[config.mk]
export PLATFORM = sky130hd
export DESIGN_NAME = pll_postdiv
export DESIGN_NICKNAME = d
export VERILOG_FILES = /design/src/rtl/postdiv_pkg.sv /design/src/rtl/postdiv_cfg.sv /design/src/rtl/postdiv_div.sv /design/src/rtl/pll_postdiv.sv
export SDC_FILE = /design/constraint.sdc
export NUM_CORES = 1
export LEC_CHECK = 0
export CORE_MARGIN = 2
export CORE_UTILIZATION = 43
export CTS_CLUSTER_SIZE = 10
export DETAILED_ROUTE_END_ITERATION = 8
export PLACE_DENSITY = 0.76
export RECOVER_POWER = 25
export SKIP_CTS_REPAIR_TIMING = 1
export SLEW_MARGIN = 20
export SYNTH_ARGS = -nofsm -noshare
export SYNTH_HDL_FRONTEND = slang
export SYNTH_SLANG_ARGS = --single-unit
[constraint.sdc]
create_clock -name clk -period 2.09 [get_ports clk]
set_input_delay 0.3135 -clock clk [delete_from_list [all_inputs] [get_ports clk]]
set_output_delay 0.3135 -clock clk [all_outputs]
set_load 0.03 [all_outputs]
[src/rtl/postdiv_pkg.sv]
package postdiv_pkg;

    localparam int REG_W     = 32;
    localparam int RATIO_W   = 5;
    localparam int CODE_W    = 2;
    localparam int NUM_OUT   = 3;

    localparam int P_DIR_LSB  = 27;
    localparam int R_CODE_LSB = 25;
    localparam int R_EN_BIT   = 24;
    localparam int Q_CODE_LSB = 21;
    localparam int Q_EN_BIT   = 20;
    localparam int P_SEL_BIT  = 17;

    localparam logic [RATIO_W-1:0] P_DIV_LO = RATIO_W'(7);
    localparam logic [RATIO_W-1:0] P_DIV_HI = RATIO_W'(17);
    localparam logic [RATIO_W-1:0] DIV_MIN  = RATIO_W'(2);

    typedef enum int {OUT_R = 0, OUT_Q = 1, OUT_P = 2} out_idx_e;

    typedef struct packed {
        logic [RATIO_W-1:0] p_dir;
        logic [CODE_W-1:0]  r_code;
        logic               r_en;
        logic [CODE_W-1:0]  q_code;
        logic               q_en;
        logic               p_sel;
    } cfg_t;

    function automatic cfg_t unpack_cfg(input logic [REG_W-1:0] w);
        cfg_t c;
        c.p_dir  = w[P_DIR_LSB +: RATIO_W];
        c.r_code = w[R_CODE_LSB +: CODE_W];
        c.r_en   = w[R_EN_BIT];
        c.q_code = w[Q_CODE_LSB +: CODE_W];
        c.q_en   = w[Q_EN_BIT];
        c.p_sel  = w[P_SEL_BIT];
        return c;
    endfunction

    function automatic logic [REG_W-1:0] pack_cfg(input cfg_t c);
        logic [REG_W-1:0] w;
        w = '0;
        w[P_DIR_LSB +: RATIO_W]  = c.p_dir;
        w[R_CODE_LSB +: CODE_W]  = c.r_code;
        w[R_EN_BIT]              = c.r_en;
        w[Q_CODE_LSB +: CODE_W]  = c.q_code;
        w[Q_EN_BIT]              = c.q_en;
        w[P_SEL_BIT]             = c.p_sel;
        return w;
    endfunction

    // Even ratio: (code + 1) * 2
    function automatic logic [RATIO_W-1:0] even_div(input logic [CODE_W-1:0] code);
        logic [RATIO_W-1:0] n;
        n = RATIO_W'(code) + RATIO_W'(1);
        return n << 1;
    endfunction

    function automatic logic [RATIO_W-1:0] p_div(input logic [RATIO_W-1:0] dir,
                                                 input logic sel);
        if (dir == '0)
            return sel ? P_DIV_HI : P_DIV_LO;
        else if (dir < DIV_MIN)
            return DIV_MIN;
        else
            return dir;
    endfunction

endpackage

[src/rtl/postdiv_cfg.sv]
module postdiv_cfg
    import postdiv_pkg::*;
(
    input  logic             clk,
    input  logic             rst,
    input  logic             wr_en,
    input  logic [REG_W-1:0] wr_data,
    input  logic             pll_on,
    input  logic             r_is_sysclk,
    output cfg_t             cfg,
    output logic [REG_W-1:0] rd_data
);

    cfg_t cfg_q;
    cfg_t cfg_d;
    cfg_t wr_cfg;

    assign wr_cfg = unpack_cfg(wr_data);

    always_comb begin
        cfg_d = cfg_q;
        if (wr_en) begin
            if (!pll_on) begin
                cfg_d.r_code = wr_cfg.r_code;
                cfg_d.q_code = wr_cfg.q_code;
                cfg_d.p_sel  = wr_cfg.p_sel;
                cfg_d.p_dir  = wr_cfg.p_dir;
            end
            if (!r_is_sysclk)
                cfg_d.r_en = wr_cfg.r_en;
            cfg_d.q_en = wr_cfg.q_en;
        end
    end

    always_ff @(posedge clk) begin
        if (rst)
            cfg_q <= '0;
        else
            cfg_q <= cfg_d;
    end

    assign cfg     = cfg_q;
    assign rd_data = pack_cfg(cfg_q);

endmodule

[src/rtl/postdiv_div.sv]
module postdiv_div #(
    parameter int CNT_W = 5
) (
    input  logic             clk,
    input  logic             rst,
    input  logic [CNT_W-1:0] ratio,
    input  logic             en,
    output logic             clk_o
);

    logic [CNT_W-1:0] cnt;
    logic [CNT_W-1:0] ratio_q;
    logic [CNT_W-1:0] half;
    logic             hi_phase;
    logic             gate;
    logic             restart;

    assign half     = ratio >> 1;
    assign hi_phase = (cnt < half);
    assign restart  = (ratio != ratio_q);

    always_ff @(posedge clk) begin
        if (rst) begin
            cnt     <= '0;
            ratio_q <= '0;
            gate    <= 1'b0;
            clk_o   <= 1'b0;
        end else begin
            ratio_q <= ratio;
            if (restart || (cnt >= ratio - CNT_W'(1)))
                cnt <= '0;
            else
                cnt <= cnt + CNT_W'(1);
            // enable is sampled only inside the low phase
            if (!hi_phase)
                gate <= en;
            clk_o <= gate & hi_phase;
        end
    end

endmodule

[src/rtl/pll_postdiv.sv]
module pll_postdiv
    import postdiv_pkg::*;
(
    input  logic             clk,
    input  logic             rst,
    input  logic             wr_en,
    input  logic [REG_W-1:0] wr_data,
    output logic [REG_W-1:0] rd_data,
    input  logic             pll_on,
    input  logic             r_is_sysclk,
    output logic             clk_r_out,
    output logic             clk_q_out,
    output logic             clk_p_out
);

    cfg_t               cfg;
    logic [RATIO_W-1:0] ratio [NUM_OUT];
    logic [NUM_OUT-1:0] out_en;
    logic [NUM_OUT-1:0] div_out;

    postdiv_cfg u_cfg (
        .clk         (clk),
        .rst         (rst),
        .wr_en       (wr_en),
        .wr_data     (wr_data),
        .pll_on      (pll_on),
        .r_is_sysclk (r_is_sysclk),
        .cfg         (cfg),
        .rd_data     (rd_data)
    );

    assign ratio[OUT_R] = even_div(cfg.r_code);
    assign ratio[OUT_Q] = even_div(cfg.q_code);
    assign ratio[OUT_P] = p_div(cfg.p_dir, cfg.p_sel);

    assign out_en[OUT_R] = cfg.r_en;
    assign out_en[OUT_Q] = cfg.q_en;
    assign out_en[OUT_P] = 1'b1;

    for (genvar g = 0; g < NUM_OUT; g++) begin : g_div
        postdiv_div #(.CNT_W(RATIO_W)) u_div (
            .clk   (clk),
            .rst   (rst),
            .ratio (ratio[g]),
            .en    (out_en[g]),
            .clk_o (div_out[g])
        );
    end

    assign clk_r_out = div_out[OUT_R];
    assign clk_q_out = div_out[OUT_Q];
    assign clk_p_out = div_out[OUT_P];

endmodule

==> results of run 1 <==
[area by class of cell]
class	count	area, sq um
fill	518	2540
clock buffer	7	97.6
tap	72	90.1
multi-input combinational	202	1420
inverter	15	56.3
sequential	44	896
clock inverter	1	5.00
timing repair buffer	49	442
[state kept, by name, indices dropped and copies added (netlist names)]
register	cells
g_div.u_div.gate	3
g_div.u_div.cnt	15
u_cfg.cfg	12
g_div.u_div.ratio_q	11
g_div.u_div.clk_o	3
[cell families after synthesis]
group,after synthesis
XOR/XNOR,19
AO/OA/AOI/OAI,44
flip-flops,44
AND/OR/NAND/NOR,87
buffers and inverters,49
adder cells (fa/ha/maj),24
other,2
multiplexers,6
[cell usage after synthesis (6+ instances only)]
master	n	area share (%)
nor3_1	6	1.2
nor2_1	26	3.9
a21oi_1	21	4.2
xnor2_1	10	3.5
buf_4	24	7.3
nand2_1	22	3.3
ha_1	24	12
dfxtp_1	44	36
xor2_1	8	2.8
inv_1	13	2.0
nand3_1	6	1.2
clkbuf_1	6	0.91
[per-layer routing]
layer | share of wire (%) | up-vias
li1 | - | 973
met1 | 46 | 892
met2 | 47 | 51
met3 | 5.0 | 7
met4 | 1.5 | 0
met5 | 0 | -
[critical path: stages, from the launching register on]
cell	delay (ns)
dfxtp_4	0.35
or3_4	0.40
a21oi_4	0.15
a21oi_2	0.05
ha_1	0.31
a211oi_2	0.25
o2111ai_1	0.16
mux2_4	0.33
nor4b_2	0.23
[power groups by stage]
| stage | logic [mW] | clock network (mW) | registers (mW) |
|---|---|---|---|
| final | 0.420 | 0.600 | 0.897 |
| after global routing | 0.459 | 0.662 | 0.901 |
| after CTS | 0.413 | 0.619 | 0.897 |
| after detailed placement | 0.410 | 0 | 0.916 |
| after global placement | 0.398 | 0 | 0.915 |
| after floorplan | 0.307 | 0 | 0.933 |
[path summary, 6_finish.rpt]
kind                                          from                                to  slack [ns]
hold / removal    g_div[2].u_div.gate$_SDFFE_PP0P_  g_div[2].u_div.gate$_SDFFE_PP0P_        0.47
setup reg to reg         u_cfg.cfg[9]$_SDFFE_PP0P_  g_div[2].u_div.cnt[1]$_SDFF_PP0_       -0.22
hold reg to reg   g_div[2].u_div.gate$_SDFFE_PP0P_  g_div[2].u_div.gate$_SDFFE_PP0P_        0.47
setup / recovery         u_cfg.cfg[9]$_SDFFE_PP0P_  g_div[2].u_div.cnt[1]$_SDFF_PP0_       -0.22
==> summary.txt, run 1 <==
Status = finished, violations left
Failing checks = setup timing
GRT Residual Overflow = 0
Largest family of logic cells by synthesized area = simple AND/OR/NAND/NOR gates
CTS tree = done
CTS max path bufs = 2
DP Worst Slack = -0.163 ns
Row count = 27
HPWL after DPL = 3.65 mm
Placement Cell Area = 2880 sq um
Final Wtd Congestion = 0.790
CTS Root Cell = clkbuf_8
CTS clk-pin slew, worst paths = 0.08 ns
Simple-gate share of the synthesized area = 18.7%
Synth Area in Adders = 12.1%
Initial Util = 44.8%
Crit path capture type = flop
Synth Cell Area = 2480 sq um
Clock Power Share = 31.3%
P_int = 1.36 mW
Global-route wire length before repair = 8.30 mm
WHS Path Cells = 2
Max Cap Viol = 0
Post-synth EDFFs = 0
RSZ-0062 raised after global routing = true
Vias in the first global route = 1812
Largest net degree at the start of global routing = 19
Clock latency on the worst-skew pair = 0.30 ns
Commonest cells after routing, fill and taps aside = dfxtp_1, clkdlybuf4s50_1, nor2_1
CTS buffer count = 5
Minimum clock period = 2.31 ns
Synth Register Bits = 44
Vias per std cell = 4.93
Met3 usage = 4.64%
Peak supply drop = 0.000445 V
GR Util met1 = 21.4%
Pwr dens = 639 nW/um^2
Setup TNS = -0.785 ns
I/O Pins = 72
Synth Area in XOR/XNOR = 7.01%
Die Area = 6390 sq um
Layout area overhead = 21.1%
# port buffers = 31
Critical Path AT = 2.52 ns
Iteration-0 DRC Markers = 69
Worst setup margin = -0.218 ns
Max FO, Critical Path = 5
DRT Wirelength = 4.79 mm
Htree depth = 2
Seq pwr share = 46.8%
Die X-Extent = 79.9 microns
Mapped Cells = 275
TritonRoute pass-1 iters = 4
Hold slack = 0.471 ns
Slew Viols, Final = 0
NetSw = 0.562 mW
CP Launch Type = flop
Post-synth cell types = 46
Final setup fails = 5
Post-Syn Area per Cell = 9.02 sq um
Final Skew = 0.00745 ns
Post-layout util = 54.2%
Nets@finish = 378
Peak Freq = 0.433 GHz
Fin crit share = 110%
Sequential-to-total area share from yosys stat = 35.5%
Drt drc = 0
Cell leakage power = 1.25 nW
Final hold violations = 0
Core area = 5540 sq um
Worst EP required = 2.30 ns
Worst r2r path cells = 8
Met2 usage = 26.2%
Proportion of synthesized flip-flops having asynchronous set or reset = 0%
Initial antenna violation count = 0
Drt wl/cell = 12.3 microns
Most common cell after layout, fill and taps aside = dfxtp_1
ANT cells = 0
# clock sinks = 44
Least-Margin Pin Slew = 0.758 ns
Final ANT Viol Nets = 0
Global Route Usage Sum = 16.4%
Finished Layout Cells = 390
Min-delay worst type = flop to flop
Placed insts = 382
Main synth FF type = dfxtp_1
CP Class = flop to flop
Synth Area in Compound Gates = 11.6%
GR peak layer = met2
Synth warn = 0
Switch share = 29.3%
Comb power frac = 21.9%
Final Instance Area = 3000 sq um
Pwr Total = 1.92 mW
Share of layout cells above drive strength 1 = 15.7%
Slew HR = 49.5%
Mux share of post-synthesis cell area = 2.77%
Vias = 1923
Die Y-Extent = 79.9 microns
(Power assumes the default switching activity.)
==> inputs of run 2 (changes only) <==
ABC_CLOCK_PERIOD_IN_PS = 2090   (was not set)
==> results of run 2 <==
Final layout, timing and power as in run 1 (identical DEF).
==> inputs of run 3 (changes only) <==
ABC_CLOCK_PERIOD_IN_PS = 2200   (was 2090)
CORE_UTILIZATION = 48   (was 43)
PLACE_DENSITY = 0.81   (was 0.76)
clock period = 2.2 ns   (was 2.09 ns; I/O delays follow)
==> summary.txt, run 3 (synthesis gave the netlist of run 1 again) <==
Status = finished, violations left (unchanged)
Failing checks = setup timing (unchanged)
CTS clk-pin slew, worst paths = 0.08 ns (about the same)
CTS Root Cell = clkbuf_8 (unchanged)
Commonest cells after routing, fill and taps aside = dfxtp_1, clkdlybuf4s50_1, nor2_1 (unchanged)
Htree depth = 2 (unchanged)
Max Cap Viol = 0 (unchanged)
Pwr dens = 612 nW/um^2 (was 639 nW/um^2)
Share of layout cells above drive strength 1 = 15.7% (about the same)
Largest register FFs = 15 (unchanged)
Largest net degree at the start of global routing = 19 (unchanged)
Nets@finish = 372 (was 378)
Final hold violations = 0 (unchanged)
Row count = 26 (was 27)
WHS Endpoint = g_div[2].u_div.gate$_SDFFE_PP0P_ (unchanged)
DP Worst Slack = -0.0236 ns (was -0.163 ns)
Minimum clock period = 2.26 ns (was 2.31 ns)
Finished Layout Cells = 382 (was 390)
Global-route wire length before repair = 7.96 mm (was 8.30 mm)
RSZ-0062 raised after global routing = true (unchanged)
Peak Freq = 0.442 GHz (was 0.433 GHz)
Crit path capture type = flop (unchanged)
Min-delay worst type = flop to flop (unchanged)
Final setup fails = 1 (was 5)
Peak supply drop = 0.000458 V (was 0.000445 V)
RR Endpoint = g_div[2].u_div.cnt[3]$_SDFF_PP0_ (was g_div[2].u_div.cnt[1]$_SDFF_PP0_)
Slew Viols, Final = 0 (unchanged)
Iteration-0 DRC Markers = 110 (was 69)
Most flops, register = g_div.u_div.cnt (unchanged)
Vias = 1889 (was 1923)
Die Area = 5760 sq um (was 6390 sq um)
Fin crit share = 103% (was 110%)
Max FO, Critical Path = 5 (unchanged)
HPWL after DPL = 3.52 mm (was 3.65 mm)
DRT Wirelength = 4.81 mm (was 4.79 mm)
Final Skew = 0.00329 ns (was 0.00745 ns)
Most common cell after layout, fill and taps aside = dfxtp_1 (unchanged)
Layout fillers = 424 (was 518)
Worst r2r path cells = 8 (unchanged)
CTS max path bufs = 2 (unchanged)
Critical Path AT = 2.48 ns (was 2.52 ns)
CP Class = flop to flop (unchanged)
Post-layout util = 59.3% (was 54.2%)
Core area = 5040 sq um (was 5540 sq um)
Hold Crit Start = g_div[2].u_div.gate$_SDFFE_PP0P_ (unchanged)
Drt drc = 0 (unchanged)
WHS Path Cells = 2 (unchanged)
Die Y-Extent = 75.9 microns (was 79.9 microns)
# port buffers = 31 (unchanged)
Clock latency on the worst-skew pair = 0.30 ns (about the same)
Placement Cell Area = 2830 sq um (was 2880 sq um)
Register-to-register setup slack = -0.06 ns (was -0.22 ns)
Drt wl/cell = 12.6 microns (was 12.3 microns)
CTS tree = done (unchanged)
Worst setup margin = -0.0649 ns (was -0.218 ns)
Final ANT Viol Nets = 0 (unchanged)
Initial Util = 49.2% (was 44.8%)
Placed insts = 374 (was 382)
Initial antenna violation count = 0 (unchanged)
Final Instance Area = 2990 sq um (was 3000 sq um)
Vias in the first global route = 1790 (was 1812)
Global Route Usage Sum = 18.4% (was 16.4%)
ANT cells = 0 (unchanged)
I/O Pins = 72 (unchanged)
Layout area overhead = 20.6% (was 21.1%)
CP Launch Type = flop (unchanged)
# clock sinks = 44 (unchanged)
GRT Residual Overflow = 0 (unchanged)
TritonRoute pass-1 iters = 4 (unchanged)
Vias per std cell = 4.95 (was 4.93)
Worst EP required = 2.41 ns (was 2.30 ns)
Crit Reg-Reg Startpoint = u_cfg.cfg[8]$_SDFFE_PP0P_ (was u_cfg.cfg[9]$_SDFFE_PP0P_)
Die X-Extent = 75.9 microns (was 79.9 microns)
Cell leakage power = 1.23 nW (was 1.25 nW)
CTS buffer count = 5 (unchanged)
Final Wtd Congestion = 0.833 (was 0.790)
## run 3: changes by cell type in the layout (fill, tap and decap cells not counted), sizes merged
cell,previous run,this run
buf,17,12
clkbuf,8,7
clkdlybuf4s50,30,31
dlygate4sd3,1,0
## run 3: where the power goes
| part | internal (mW) | leakage (nW) | switching [mW] |
|---|---|---|---|
| clock | 0.292 | 0.0534 | 0.284 |
| combinational | 0.166 | 0.813 | 0.236 |
| sequential | 0.829 | 0.361 | 0.0241 |
| total | 1.29 | 1.23 | 0.544 |
## run 3: how the worst max path moves through the flow
stage	start	end	cells past startpoint
after floorplan	u_cfg.cfg[9]$_SDFFE_PP0P_	g_div[2].u_div.cnt[1]$_SDFF_PP0_	9
after global placement	u_cfg.cfg[9]$_SDFFE_PP0P_	g_div[2].u_div.cnt[3]$_SDFF_PP0_	8
after global routing	u_cfg.cfg[9]$_SDFFE_PP0P_	g_div[2].u_div.cnt[3]$_SDFF_PP0_	8
after CTS	u_cfg.cfg[9]$_SDFFE_PP0P_	g_div[2].u_div.cnt[3]$_SDFF_PP0_	8
final	u_cfg.cfg[8]$_SDFFE_PP0P_	g_div[2].u_div.cnt[3]$_SDFF_PP0_	8
after detailed placement	u_cfg.cfg[9]$_SDFFE_PP0P_	g_div[2].u_div.cnt[3]$_SDFF_PP0_	8
## run 3: per-stage QoR
stage	TNS, ns	total power, mW	hold WS [ns]
CTS	-0.0870	1.82	0.466
finish	-0.0649	1.83	0.468
floorplan	-0.182	1.18	0.436
global route	-0.458	1.92	0.498
global placement	0	1.24	0.448
detailed placement	-0.0236	1.25	0.452
## run 3: area by class of cell
class	instances	area, sq um	share of cell area, %
Clock buffer	7	97.6	3.26
Clock inverter	1	5.00	0.167
Inverter	15	56.3	1.88
Multi-Input combinational cell	202	1450	48.5
Sequential cell	44	892	29.8
Tap cell	70	87.6	2.93
Timing Repair Buffer	43	400	13.4
## run 3: worst max-delay path, stage by stage (launching register included)
cell and delay, ns:
dfxtp_2 0.33, or3_4 0.42, a21oi_2 0.13, a21oi_2 0.05, ha_1 0.30, a211oi_2 0.21, o2111ai_1 0.12, mux2_4 0.33
nor4_4 0.28
## run 3: metal layers
metal / global-route usage (%) / share of wire, % / vias to the layer above
met5: 0 / 0 / -
met4: 6.24 / 1.6 / 0
met3: 5.29 / 4.2 / 8
met2: 32.0 / 51 / 44
met1: 21.6 / 44 / 881
li1: - / - / 956
